==> config.mk <==
export PLATFORM = sky130hd
export DESIGN_NAME = shiftadd_mult
export DESIGN_NICKNAME = d
export VERILOG_FILES = /design/src/rtl/shiftadd_pkg.sv /design/src/rtl/shiftadd_adder.sv /design/src/rtl/shiftadd_ctrl.sv /design/src/rtl/shiftadd_dpath.sv /design/src/rtl/shiftadd_mult.sv
export SDC_FILE = /design/constraint.sdc
export NUM_CORES = 1
export LEC_CHECK = 0
export ABC_AREA = 0
export CAP_MARGIN = 25
export CORE_MARGIN = 1
export CORE_UTILIZATION = 60
export DETAILED_ROUTE_END_ITERATION = 6
export HOLD_SLACK_MARGIN = 0.12
export PLACE_DENSITY = 0.85
export SLEW_MARGIN = 20
export SYNTH_ARGS = -nofsm -noshare
export SYNTH_HDL_FRONTEND = slang
export SYNTH_SLANG_ARGS = --single-unit
==> constraint.sdc <==
create_clock -name clk -period 4.74 [get_ports clk]
set_input_delay 1.422 -clock clk [delete_from_list [all_inputs] [get_ports clk]]
set_output_delay 1.422 -clock clk [all_outputs]
set_load 0.01 [all_outputs]
==> src/rtl/shiftadd_pkg.sv <==
package shiftadd_pkg;

  typedef struct packed {
    logic load;     // capture operands, clear accumulator
    logic step;     // one add/shift iteration
    logic capture;  // move accumulator into product, pulse done
  } ctrl_t;

  localparam int ENC_BIN     = 0;
  localparam int ENC_GRAY    = 1;
  localparam int ENC_JOHNSON = 2;
  localparam int ENC_ONEHOT  = 3;

  localparam int N_STATES = 3;
  localparam int IDX_IDLE = 0;
  localparam int IDX_RUN  = 1;
  localparam int IDX_FIN  = 2;

  function automatic int stateBits(input int enc);
    case (enc)
      ENC_ONEHOT:  return N_STATES;
      ENC_JOHNSON: return (N_STATES + 1) / 2;
      default:     return $clog2(N_STATES);
    endcase
  endfunction

  function automatic logic [7:0] stateCode(input int enc, input int idx);
    logic [7:0] v;
    v = 8'(idx);
    case (enc)
      ENC_GRAY:    return v ^ (v >> 1);
      ENC_JOHNSON: return 8'((1 << idx) - 1);
      ENC_ONEHOT:  return 8'(1 << idx);
      default:     return v;
    endcase
  endfunction

endpackage

==> src/rtl/shiftadd_adder.sv <==
module shiftadd_adder #(
  parameter int W = 16
) (
  input  logic [W-1:0] a,
  input  logic [W-1:0] b,
  output logic [W-1:0] sum,
  output logic         carry
);
  always_comb begin
    {carry, sum} = {1'b0, a} + {1'b0, b};
  end
endmodule

==> src/rtl/shiftadd_ctrl.sv <==
module shiftadd_ctrl
  import shiftadd_pkg::*;
#(
  parameter int OPW = 8,
  parameter int ENC = ENC_BIN
) (
  input  logic  clk,
  input  logic  rst,
  input  logic  start,
  output ctrl_t strobe
);
  localparam int SW = stateBits(ENC);
  localparam int CW = (OPW > 1) ? $clog2(OPW) : 1;
  localparam logic [SW-1:0] S_IDLE = SW'(stateCode(ENC, IDX_IDLE));
  localparam logic [SW-1:0] S_RUN  = SW'(stateCode(ENC, IDX_RUN));
  localparam logic [SW-1:0] S_FIN  = SW'(stateCode(ENC, IDX_FIN));

  logic [SW-1:0] stateQ, stateD;
  logic [CW-1:0] iterQ;
  logic isIdle, isRun, isFin, lastIter;

  assign isIdle   = (stateQ == S_IDLE);
  assign isRun    = (stateQ == S_RUN);
  assign isFin    = (stateQ == S_FIN);
  assign lastIter = (iterQ == CW'(OPW - 1));

  always_comb begin
    stateD = stateQ;
    strobe = '0;
    if (isIdle) begin
      if (start) begin
        strobe.load = 1'b1;
        stateD      = S_RUN;
      end
    end else if (isRun) begin
      strobe.step = 1'b1;
      if (lastIter) stateD = S_FIN;
    end else if (isFin) begin
      strobe.capture = 1'b1;
      stateD         = S_IDLE;
    end else begin
      stateD = S_IDLE;
    end
  end

  always_ff @(posedge clk) begin
    if (rst) begin
      stateQ <= S_IDLE;
      iterQ  <= '0;
    end else begin
      stateQ <= stateD;
      if (strobe.load)      iterQ <= '0;
      else if (strobe.step) iterQ <= iterQ + 1'b1;
    end
  end


  state_legal_chk: assert property (@(posedge clk) disable iff (rst)
    (isIdle || isRun || isFin));


  iter_count_chk: assert property (@(posedge clk) disable iff (rst)
    (isRun && lastIter) |=> isFin);


  busy_start_chk: assert property (@(posedge clk) disable iff (rst)
    (!isIdle) |-> !strobe.load);

  generate
    if (ENC == ENC_ONEHOT) begin : g_onehot

      onehot_state_chk: assert property (@(posedge clk) disable iff (rst)
        ($countones(stateQ) == 1));
    end
  endgenerate
endmodule

==> src/rtl/shiftadd_dpath.sv <==
module shiftadd_dpath
  import shiftadd_pkg::*;
#(
  parameter int OPW = 8
) (
  input  logic              clk,
  input  logic              rst,
  input  ctrl_t             strobe,
  input  logic [OPW-1:0]    opA,
  input  logic [OPW-1:0]    opB,
  output logic [2*OPW-1:0]  product,
  output logic              done
);
  localparam int PW = 2 * OPW;

  logic [PW-1:0]  mcandQ, accQ, prodQ, addend, sum;
  logic [OPW-1:0] mplierQ;
  logic           doneQ, carry;

  assign addend = mplierQ[0] ? mcandQ : '0;

  shiftadd_adder #(.W(PW)) u_add (
    .a     (accQ),
    .b     (addend),
    .sum   (sum),
    .carry (carry)
  );

  always_ff @(posedge clk) begin
    if (rst) begin
      mcandQ  <= '0;
      mplierQ <= '0;
      accQ    <= '0;
      prodQ   <= '0;
      doneQ   <= 1'b0;
    end else begin
      doneQ <= strobe.capture;
      if (strobe.load) begin
        mcandQ  <= {{OPW{1'b0}}, opA};
        mplierQ <= opB;
        accQ    <= '0;
      end else if (strobe.step) begin
        accQ    <= sum;
        mcandQ  <= mcandQ << 1;
        mplierQ <= mplierQ >> 1;
      end
      if (strobe.capture) prodQ <= accQ;
    end
  end

  assign product = prodQ;
  assign done    = doneQ;


  no_overflow_chk: assert property (@(posedge clk) disable iff (rst)
    strobe.step |-> !carry);


  done_pulse_chk: assert property (@(posedge clk) disable iff (rst)
    doneQ |=> !doneQ);


  product_hold_chk: assert property (@(posedge clk) disable iff (rst)
    !strobe.capture |=> $stable(prodQ));
endmodule

==> src/rtl/shiftadd_mult.sv <==
module shiftadd_mult
  import shiftadd_pkg::*;
#(
  parameter int OPW = 8,
  parameter int ENC = ENC_BIN
) (
  input  logic             clk,
  input  logic             rst,
  input  logic             start,
  input  logic [OPW-1:0]   opA,
  input  logic [OPW-1:0]   opB,
  output logic [2*OPW-1:0] product,
  output logic             done
);
  ctrl_t strobe;

  shiftadd_ctrl #(.OPW(OPW), .ENC(ENC)) u_ctrl (
    .clk    (clk),
    .rst    (rst),
    .start  (start),
    .strobe (strobe)
  );

  shiftadd_dpath #(.OPW(OPW)) u_dpath (
    .clk     (clk),
    .rst     (rst),
    .strobe  (strobe),
    .opA     (opA),
    .opB     (opB),
    .product (product),
    .done    (done)
  );
endmodule

==> run_results.csv <==
group,metric,value,unit
layout,diodes,0,
synthesis,synth_edf_count,0,
sta,setup_tns,0,ns
synthesis,ys_types,40,
cts,cts_resized,0,
sta,final-hold-violation-count,0,
sta,drv_slew,0,
layout,final_cells,487,
place,place_hpwl,4.796,mm
cts,clkLatencyLatePin,0.34,ns
layout,fin_nets,452,
synthesis,ys_seq_area_frac,0.4084,
cts,clock_path_buffers,2,
synthesis,ys_dominant_reg_cell,"dfxtp_1",
floorplan,io_pins,36,
sta,max_freq,0.3271,GHz
detailed_routing,num_vias,2736,
global_route,grt_pass1_vias,2481,
sta,worst_slew_pin_slew,0.9542,ns
layout,syn_to_final_growth,19.23,%
worst_hold_path,hold_depth,2,
detailed_routing,postRouteAntennaNets,0,
critical_path,rrSetupSlack,2.19,ns
floorplan,start_util,0.6350,
layout,mostFrequentLayoutCell,"nand2_1",
pwr,peakVddDrop,0.2048,mV
critical_path,r2r-end,"u_dpath.accQ[15]",
critical_path,reg2regPathDepth,8,
synthesis,syn_area_per_cell,7.853,um2
pwr,power_density,303.2,mW/mm2
cts,clk_pin_slew,0.07,ns
critical_path,r2r_start,"u_dpath.mplierQ[0]",
critical_path,worstPathMaxFanout,21,
cts,hold_buffers,0,
critical_path,endpoint_kind,"register",
place,port_buffers,35,
pwr,p_leak,1.334,nW
worst_hold_path,min-delay-start,"u_dpath.product[14]",
synthesis,ys_warn_count,0,
worst_hold_path,min_to,"u_dpath.product[14]",
layout,final_cell_mix,"96 x nand2_1, 67 x a21oi_1, 62 x dfxtp_1, 35 x clkdlybuf4s50_1",
place,gp_congestion,0.9161,
cts,htreeDepth,3,
sta,rsz0062_at_grt,"no",
floorplan,dieHeight,73.17,um
critical_path,required,4.97,ns
synthesis,synth_area,0.003039,mm2
global_route,gr-usage-all-layers,0.2765,
sta,fin_crit,3.057,ns
cts,cts_setup_buffers,0,
detailed_routing,wl_per_cell,13.90,um
global_route,antenna_found_initial,0,
synthesis,synth_area_leaders,"dfxtp_1 41%, nand2_1 12%, a21oi_1 11%, ha_1 7.0%, and2_1 3.5%",
critical_path,slowest_stage,"nor3b_2",
floorplan,die_w,73.17,um
floorplan,core,0.004786,mm2
synthesis,syn_nets,424,
sta,period_share,0.6449,
cts,clockRootBuffer,"clkbuf_8",
worst_hold_path,hold_path_class,"register to register",
run_status,status,"complete, no violations",
synthesis,synth_top_area_frac,0.4084,
detailed_routing,drt-pass1-iter-count,5,
synthesis,syn_inst,387,
layout,fillers,387,
floorplan,die_area,0.005354,mm2
critical_path,path_class,"input port to register",
synthesis,synth_top_area_cell,"dfxtp_1",
critical_path,path_delay_family,"simple AND/OR/NAND/NOR gates",
synthesis,async_reset_ff_frac,0,
place,placed_cells,471,
critical_path,arrival,3.28,ns
cts,clkSinkCount,62,
sta,setup_violations,0,
synthesis,synth_seq_cells,62,
run,max-cap-violations,0,
detailed_routing,drc_errors,0,
global_route,grt_overflow,0,
critical_path,startpoint_type,"input port",
detailed_routing,routed_wirelength,6.769,mm
critical_path,cp_cell_sequence,"clkdlybuf4s50_1, nor3b_2, or2_2, nor2_1, nand2_1, o21ai_0",
floorplan,num_rows,25,
global_route,grt_start_max_net_pins,39,
detailed_routing,vias_per_cell,5.618,
sta,relSlewSlack,0.3626,
critical_path,critPathBufInv,1,
critical_path,max_stage_delay,0.58,ns
global_route,grt_pass1_wl,11.16,mm
cts,numCtsBuffers,9,
cts,cts_tree,"done",
sta,clock_skew,0.007788,ns
layout,drive_above_1_share,0.06429,
detailed_routing,drtIter0Drc,166,
==> layout make-up <==
| type | instances | area, um2 | area share |
|---|---|---|---|
| clock inverter | 3 | 42.54 | 0.01174 |
| timing repair buffer | 38 | 372.9 | 0.1029 |
| sequential | 62 | 1241 | 0.3425 |
| tap | 67 | 83.83 | 0.02314 |
| multi-input combinational | 299 | 1705 | 0.4706 |
| clock buffer | 13 | 158.9 | 0.04385 |
| inverter | 5 | 18.77 | 0.005180 |
==> per-stage QoR <==
stage	total power (W)	hold slack, ns	instance area [um2]	worst slack (ns)	utilization
floorplan	0.0006065	0.4360	3039	2.325	-
detailed placement	0.0006371	0.4456	3422	1.363	0.7150
finish	0.001098	0.4528	3623	1.683	0.7571
CTS	0.001102	0.4549	3623	1.704	0.7571
global route	0.001134	0.4712	3623	1.498	0.7571
global placement	0.0006341	0.4413	3422	1.422	0.7150
==> routing by layer <==
layer | up-vias | part of all wire | wire (um) | global-route usage
met5 | - | 0 | 0 | 0
met4 | 0 | 0.016 | 106 | 0.1242
met3 | 10 | 0.061 | 410 | 0.06768
met2 | 69 | 0.46 | 3114 | 0.4331
met1 | 1265 | 0.46 | 3138 | 0.3599
li1 | 1392 | - | - | -
==> registers in the layout (all words and copies together), names as in the netlist <==
| signal | count |
|---|---|
| u_dpath.product | 16 |
| u_ctrl.iterQ | 3 |
| u_dpath.done | 1 |
| u_dpath.mcandQ | 16 |
| u_dpath.accQ | 16 |
| u_ctrl.stateQ | 2 |
| u_dpath.mplierQ | 8 |
==> power breakdown <==
group / internal (W) / switching (W) / leakage (nW)
registers: 0.000533 / 0.0000116 / 0.502
logic: 0.0000335 / 0.0000489 / 0.732
clock network: 0.000271 / 0.000200 / 0.0996
total: 0.000838 / 0.000261 / 1.33
==> worst max-delay path by stage <==
stage	cells past startpoint	from	endpoint
CTS	6	start	u_dpath.accQ[9]
floorplan	5	start	u_dpath.mcandQ[0]
global route	6	start	u_dpath.accQ[12]
global placement	6	start	u_dpath.accQ[14]
detailed placement	6	start	u_dpath.accQ[9]
finish	6	start	u_dpath.accQ[12]
==> worst reg2reg max path, delay by kind of cell (launching register included) <==
kind / cells / cell delay [ns]
compound gates: 4 / 0.88
fa+ha+maj: 1 / 0.25
flops: 1 / 0.66
mux: 1 / 0.22
simple gates: 2 / 0.48
==> logic make-up after synthesis <==
group,after synthesis,synth area share
AND/OR/NAND/NOR,158,0.2297
AO/OA/AOI/OAI,113,0.2231
flip-flops,62,0.4084
buffers and inverters,26,0.03293
adder cells (fa/ha/maj),18,0.07657
XOR/XNOR,9,0.02594
multiplexers,1,0.003294
==> Yosys cell counts (all sizes together), types with 3 or more instances <==
| cell type | n |
|---|---|
| o211ai | 4 |
| ha | 17 |
| o31ai | 4 |
| nor2 | 18 |
| a22oi | 14 |
| inv | 5 |
| nand3 | 8 |
| dfxtp | 62 |
| o21ai | 10 |
| buf | 3 |
| a21o | 3 |
| nand2b | 3 |
| nor2b | 3 |
| clkbuf | 18 |
| a21oi | 67 |
| and2 | 18 |
| xnor2 | 9 |
| nand2 | 96 |
| nor3 | 3 |
Note: power is estimated with default switching activity, not from simulation.
